--- src/rtl/wiper_ctl_pkg.sv ---
package wiper_ctl_pkg;
  typedef enum int unsigned {
    LANE_EN  = 0,
    LANE_CLK = 1,
    LANE_DAT = 2
  } lane_e;
  localparam int unsigned N_LANES = 3;
  localparam int unsigned N_EDGE  = 2;  // lanes needing a delayed copy: enable, clock
endpackage

--- src/rtl/pin_sync.sv ---
module pin_sync #(
  parameter int unsigned LANES  = 3,
  parameter int unsigned STAGES = 2
) (
  input  logic             clk_i,
  input  logic             rst_ni,
  input  logic [LANES-1:0] pin_i,
  output logic [LANES-1:0] sync_o
);
  for (genvar l = 0; l < LANES; l++) begin : g_lane
    logic [STAGES-1:0] chain_q;
    always_ff @(posedge clk_i or negedge rst_ni) begin
      if (!rst_ni) chain_q <= '0;
      else         chain_q <= {chain_q[STAGES-2:0], pin_i[l]};
    end
    assign sync_o[l] = chain_q[STAGES-1];
  end
endmodule

--- src/rtl/level_delay.sv ---
module level_delay #(
  parameter int unsigned LANES = 2
) (
  input  logic             clk_i,
  input  logic             rst_ni,
  input  logic [LANES-1:0] lvl_i,
  output logic [LANES-1:0] prev_o
);
  always_ff @(posedge clk_i or negedge rst_ni) begin
    if (!rst_ni) prev_o <= '0;
    else         prev_o <= lvl_i;
  end
endmodule

--- src/rtl/frame_shreg.sv ---
module frame_shreg #(
  parameter int unsigned FRAME_W = 17
) (
  input  logic               clk_i,
  input  logic               rst_ni,
  input  logic               shift_en_i,
  input  logic               bit_i,
  output logic [FRAME_W-1:0] frame_o,
  output logic               casc_o
);
  // newest bit enters at the top, oldest leaves at bit 0
  always_ff @(posedge clk_i or negedge rst_ni) begin
    if (!rst_ni)         frame_o <= '0;
    else if (shift_en_i) frame_o <= {bit_i, frame_o[FRAME_W-1:1]};
  end
  assign casc_o = frame_o[0];
endmodule

--- src/rtl/wiper_hold.sv ---
module wiper_hold #(
  parameter int unsigned WIPER_W = 8,
  localparam int unsigned FRAME_W = 2 * WIPER_W + 1
) (
  input  logic               clk_i,
  input  logic               rst_ni,
  input  logic               load_i,
  input  logic [FRAME_W-1:0] frame_i,
  output logic [WIPER_W-1:0] wiper0_o,
  output logic [WIPER_W-1:0] wiper1_o,
  output logic               stack_sel_o,
  output logic [WIPER_W-1:0] stack_pos_o
);
  localparam int unsigned W1_BASE = 1;
  localparam int unsigned W0_BASE = 1 + WIPER_W;

  logic [WIPER_W-1:0] w0_d, w1_d;

  // MSB of each field sits at its lowest frame index
  for (genvar k = 0; k < WIPER_W; k++) begin : g_map
    assign w1_d[WIPER_W-1-k] = frame_i[W1_BASE+k];
    assign w0_d[WIPER_W-1-k] = frame_i[W0_BASE+k];
  end

  always_ff @(posedge clk_i or negedge rst_ni) begin
    if (!rst_ni) begin
      wiper0_o    <= '0;
      wiper1_o    <= '0;
      stack_sel_o <= 1'b0;
    end else if (load_i) begin
      wiper0_o    <= w0_d;
      wiper1_o    <= w1_d;
      stack_sel_o <= frame_i[0];
    end
  end

  assign stack_pos_o = stack_sel_o ? wiper1_o : wiper0_o;
endmodule

--- src/rtl/serial_wiper_ctl.sv ---
module serial_wiper_ctl
  import wiper_ctl_pkg::*;
#(
  parameter int unsigned WIPER_W     = 8,
  parameter int unsigned SYNC_STAGES = 2,
  localparam int unsigned FRAME_W    = 2 * WIPER_W + 1
) (
  input  logic               clk_i,
  input  logic               rst_ni,
  input  logic               ser_en_i,
  input  logic               ser_clk_i,
  input  logic               ser_dat_i,
  output logic               casc_o,
  output logic [WIPER_W-1:0] wiper0_o,
  output logic [WIPER_W-1:0] wiper1_o,
  output logic               stack_sel_o,
  output logic [WIPER_W-1:0] stack_pos_o
);
  logic [N_LANES-1:0] pins, pins_s;
  logic [N_EDGE-1:0]  prev;
  logic               port_on, shift_en, load_en;
  logic [FRAME_W-1:0] frame_q;

  assign pins[LANE_EN]  = ser_en_i;
  assign pins[LANE_CLK] = ser_clk_i;
  assign pins[LANE_DAT] = ser_dat_i;

  pin_sync #(.LANES(N_LANES), .STAGES(SYNC_STAGES)) u_sync (
    .clk_i, .rst_ni, .pin_i(pins), .sync_o(pins_s)
  );

  level_delay #(.LANES(N_EDGE)) u_prev (
    .clk_i, .rst_ni, .lvl_i(pins_s[N_EDGE-1:0]), .prev_o(prev)
  );

  assign port_on  = pins_s[LANE_EN];
  assign shift_en = port_on & pins_s[LANE_CLK] & ~prev[LANE_CLK];
  assign load_en  = ~port_on & prev[LANE_EN];

  frame_shreg #(.FRAME_W(FRAME_W)) u_shreg (
    .clk_i, .rst_ni, .shift_en_i(shift_en), .bit_i(pins_s[LANE_DAT]),
    .frame_o(frame_q), .casc_o(casc_o)
  );

  wiper_hold #(.WIPER_W(WIPER_W)) u_hold (
    .clk_i, .rst_ni, .load_i(load_en), .frame_i(frame_q),
    .wiper0_o, .wiper1_o, .stack_sel_o, .stack_pos_o
  );
endmodule

--- config.mk ---
export PLATFORM = sky130hd
export DESIGN_NAME = serial_wiper_ctl
export DESIGN_NICKNAME = d
export VERILOG_FILES = /design/src/rtl/wiper_ctl_pkg.sv /design/src/rtl/pin_sync.sv /design/src/rtl/level_delay.sv /design/src/rtl/frame_shreg.sv /design/src/rtl/wiper_hold.sv /design/src/rtl/serial_wiper_ctl.sv
export SDC_FILE = /design/constraint.sdc
export NUM_CORES = 1
export LEC_CHECK = 0
export BUFFER_PORTS_ARGS = -buffer_cell sky130_fd_sc_hd__buf_2
export CORE_ASPECT_RATIO = 1.1
export CORE_MARGIN = 5
export CORE_UTILIZATION = 49
export CTS_BUF_LIST = sky130_fd_sc_hd__clkbuf_4
export CTS_CLUSTER_SIZE = 14
export DETAILED_ROUTE_END_ITERATION = 6
export PLACE_DENSITY_LB_ADDON = 0.1
export SLEW_MARGIN = 20
export SYNTH_ARGS = -nofsm -noshare
export SYNTH_HDL_FRONTEND = slang
export SYNTH_SLANG_ARGS = --single-unit
--- constraint.sdc ---
create_clock -name clk_i -period 3.44 [get_ports clk_i]
set_clock_uncertainty 0.1 [all_clocks]
set_input_delay 0.172 -clock clk_i [delete_from_list [all_inputs] [get_ports clk_i]]
set_output_delay 0.172 -clock clk_i [all_outputs]
set_load 0.01 [all_outputs]
# After elaboration in Yosys (flattened, before gate mapping)

Cells that the tools add are included.

Bitwise gates (word level): 5
Muxes and demuxes: 1

Operators by type and width:

| operator          | count |
|---|---|
| 8-bit two-way mux | 1 |
| 1-bit AND         | 3 |
| 1-bit inverter    | 2 |

Output and inout port bits: 26
Bits of input ports: 5
Register bits: 42
Word-level logic and storage cells: 14

# Depth between registers and ports, before layout

Word-level depth: 2
Depth in mapped cells: 4
Depth with buffers taken out: 2

# Hierarchy

From an unflattened synthesis, not the netlist that was laid out.

Cell total of the unflattened synthesis: 95
Area total of the unflattened synthesis: 1711.6 um^2

Modules (own cells, without submodules):

| module           | seq. area each (um^2) | area each (um^2) | cells each | times used |
|---|---|---|---|---|
| wiper_hold       | 425.4                 | 780.7            | 45         | 1 |
| frame_shreg      | 425.4                 | 693.2            | 37         | 1 |
| pin_sync         | 150.1                 | 172.7            | 9          | 1 |
| level_delay      | 50.0                  | 50.0             | 2          | 1 |
| serial_wiper_ctl | 0.0                   | 15.0             | 2          | 1 |

# Worst setup path before layout

No wires, ideal clock.

Kind: register to register
Start point: register u_sync.g_lane[0].chain_q[1]
End point: register u_hold.wiper0_o[4]
Clock period less this slack: 1.314 ns
Path slack: 2.126 ns
Required time: 3.215 ns
Arrival time: 1.089 ns
Library setup time: 0.125 ns
Buffers on the path: 2
Stages on the path, launching flop included: 5
Cell sequence: dfrtp_1 -> nand2b_4 -> buf_6 -> buf_12 -> mux2_4

Word-level cells in the longest chain between the ends: 2

RTL lines:

| element                | line                   | source |
|---|---|---|
| start, declared        | pin_sync.sv:11         | `logic [STAGES-1:0] chain_q;` |
| start signal, assigned | pin_sync.sv:14         | `else chain_q <= {chain_q[STAGES-2:0], pin_i[l]};` |
| 1-bit inverter         | serial_wiper_ctl.sv:38 | `assign load_en = ~port_on & prev[LANE_EN];` |
| 1-bit AND              | serial_wiper_ctl.sv:38 |  |
| end signal, assigned   | wiper_hold.sv:31       | `wiper0_o <= w0_d;` |
| end, declared          | wiper_hold.sv:9        | `output logic [WIPER_W-1:0] wiper0_o,` |

Every way passes these cells.
A chain may end at the register's enable or synchronous reset.

# Worst setup path in the final report

Start point: register u_hold.stack_sel_o
End point: output stack_pos_o[2]

Word-level cells in the longest chain between the ends: 1

RTL lines:

| element                | line                   | source |
|---|---|---|
| start, declared        | wiper_hold.sv:11       | `output logic stack_sel_o,` |
| start signal, assigned | wiper_hold.sv:33       | `stack_sel_o <= frame_i[0];` |
| 8-bit two-way mux      | wiper_hold.sv:37       | `assign stack_pos_o = stack_sel_o ? wiper1_o : wiper0_o;` |
| end, declared          | serial_wiper_ctl.sv:17 | `output logic [WIPER_W-1:0] stack_pos_o` |

Every way passes these cells.

==> results.py <==
metrics = {
    "global_routing": {
        "antenna_found_initial": 0,
        "grt_usage_pct": 12.4,
        "grt_overflow": 0,
        "grt_pass1_wl_mm": 4.34,
        "grt_max_degree": 43,
        "grt_pass1_vias": 856,
    },
    "drt": {
        "route.final.wire_length_mm": 2.51,
        "drtIter0Drc": 21,
        "via_per_inst": 5.13,
        "ant_nets": 0,
        "routedWlPerCell_um": 15.4,
        "via_count": 836,
        "drt_pre_antenna_iters": 3,
        "drc": 0,
    },
    "timing": {
        "fmax_ghz": 0.558,
        "hold_ws_ns": 0.261,
        "rsz0062_at_grt": "no",
        "tns_ns": 0,
        "tightest_slew_ns": 0.887,
        "finalMaxSlewViolations": 0,
        "fin_crit_sh_pct": 52.1,
        "hold_viol": 0,
        "finalWorstPathRequiredPeriod_ns": 1.79,
        "setup_viol": 0,
        "slew_headroom_pct": 40.9,
    },
    "pwr": {
        "p_leak_nw": 1.01,
        "ir_drop_mv": 0.337,
        "power_density_mw_per_mm2": 623,
    },
    "cts": {
        "cts_root_buf": "clkbuf_4",
        "clockBufferDepth": 2,
        "path_clk_slew_ns": 0.11,
        "cts_buffers": 5,
        "insertion_delay_ns": 0.34,
        "ctsHtreeMaxLevel": 2,
        "cts_tree": "yes",
        "post_cts_buffers": 0,
        "numClockSinks": 42,
    },
    "layout": {
        "seq_area_sq_mm": 0.00105,
        "final_common_cell": "dfrtp_1",
        "layout_common_cells": "dfrtp_1 (42), mux2_2 (32), buf_2 (30)",
        "multi_input_area_sq_um": 544,
        "finalNetCount": 132,
        "fillCellCount": 292,
        "drive_above_1_share_pct": 63.8,
        "syn_to_final_growth_pct": 14.3,
        "diodes": 0,
    },
    "critical_path": {
        "path_cells": "mux2_2, buf_2",
        "cp-start-kind": "flop",
        "cp_num_buf_inv": 1,
        "crit_arrival_ns": 1.52,
        "path_class": "reg2out",
        "required_ns": 3.17,
        "path_delay_family": "flip-flops",
        "crit_path_top_delay_cell": "dfrtp_1",
        "slowest_delay_ns": 0.64,
        "path_max_fanout": 10,
        "end_kind": "output pin",
    },
    "synth": {
        "avgSynthCellArea_sq_um": 18.3,
        "syn_area_sq_mm": 0.00164,
        "ys_seq_elements": 42,
        "ys_seq_area_share_pct": 64.0,
        "synthCells": 90,
        "syn-num-nets": 95,
        "yosys_warnings": 0,
        "synth_cell_type_count": 8,
    },
    "die": {
        "die_y_um": 70.7,
        "die_area_sq_mm": 0.00461,
        "io_pins": 31,
        "die_w_um": 65.2,
        "core_area_sq_mm": 0.00328,
        "initial_core_util_pct": 50.2,
        "num_rows": 22,
    },
    "job": {
        "maxCapViolCount": 0,
    },
    "place": {
        "gp_congestion": 0.634,
        "port_buffers": 30,
        "dp_hpwl_mm": 1.59,
    },
    "status": {
        "status": "complete, no violations",
    },
    "min_path": {
        "hp-class": "reg2reg",
    },
}
## synth_stat cells
cell,instances,share of area [%]
dfrtp_1,42,64
buf_12,1,1.2
nand3b_4,1,1.2
buf_6,2,1.4
mux2_4,10,9.1
buf_2,1,0.30
nand2b_4,1,0.84
mux2_2,32,22
## power by group
| group | total (mW) | leakage (nW) | switching [mW] | internal (mW) |
|---|---|---|---|---|
| Clock | 0.223 | 0.0308 | 0.149 | 0.0736 |
| Combinational | 0.293 | 0.430 | 0.119 | 0.174 |
| Sequential | 0.654 | 0.544 | 0.0664 | 0.588 |
## through the flow
stage / utilization, % / setup slack (ns) / area (sq um) / instances / power [mW]
finish: 57.3 / 1.65 / 1880 / 163 / 1.17
global route: 57.3 / 1.54 / 1880 / 163 / 1.25
CTS: 57.3 / 1.60 / 1880 / 163 / 1.19
detailed placement: 54.7 / 2.00 / 1790 / 152 / 0.960
global placement: 54.7 / 2.02 / 1790 / 152 / 0.953
floorplan: - / 2.13 / 1640 / 90 / 0.842
## final timing paths
| check | from | end | slack, ns | cells past startpoint |
|---|---|---|---|---|
| setup / recovery | u_hold.stack_sel_o | stack_pos_o[2] | 1.65 | 2 |
| hold / removal | u_sync.g_lane[1].chain_q[0] | u_sync.g_lane[1].chain_q[1] | 0.26 | 0 |
| setup reg to reg | u_sync.g_lane[0].chain_q[1] | u_hold.stack_sel_o | 2.11 | 2 |
| hold reg to reg | u_sync.g_lane[1].chain_q[0] | u_sync.g_lane[1].chain_q[1] | 0.26 | 0 |
| max in group asynchronous | rst_ni | u_shreg.frame_o[16] | 2.30 | 2 |
| min in group asynchronous | rst_ni | u_hold.stack_sel_o | 0.38 | 2 |
## logic make-up (layout without fill, tap and decap cells)
family | Yosys count | after routing | synth area share (%)
buf+inv | 4 | 41 | 2.89
mux | 42 | 42 | 31.1
simple gates | 2 | 2 | 2.06
flops | 42 | 42 | 64.0
## metal layers
metal / GRT usage, % / vias to the layer above / part of all wire [%]
met5: 0 / - / 0
met4: 5.53 / 0 / 1.9
met3: 4.60 / 6 / 6.2
met2: 18.7 / 24 / 48
met1: 15.9 / 417 / 44
li1: - / 389 / -
## final cells by class
type | instances | share of cell area, %
timing repair buffer | 34 | 10.1
tap | 36 | 2.40
clock inverter | 2 | 0.533
clock buffer | 5 | 2.00
sequential | 42 | 56.0
multi-input combinational | 44 | 29.0
## registers in the layout, summed over array words and instances (netlist names)
signal / flops
u_hold.stack_sel_o: 1
u_sync.g_lane.chain_q: 6
u_shreg.frame_o: 17
u_hold.wiper0_o: 8
u_prev.prev_o: 2
u_hold.wiper1_o: 8
## timing repair
item                                   in CTS  in global routing
gates resized for setup                     0                  0
hold buffers                                4                  0
endpoints found under the hold margin      45                  0
No activity file was read; power rests on OpenSTA's default activity.
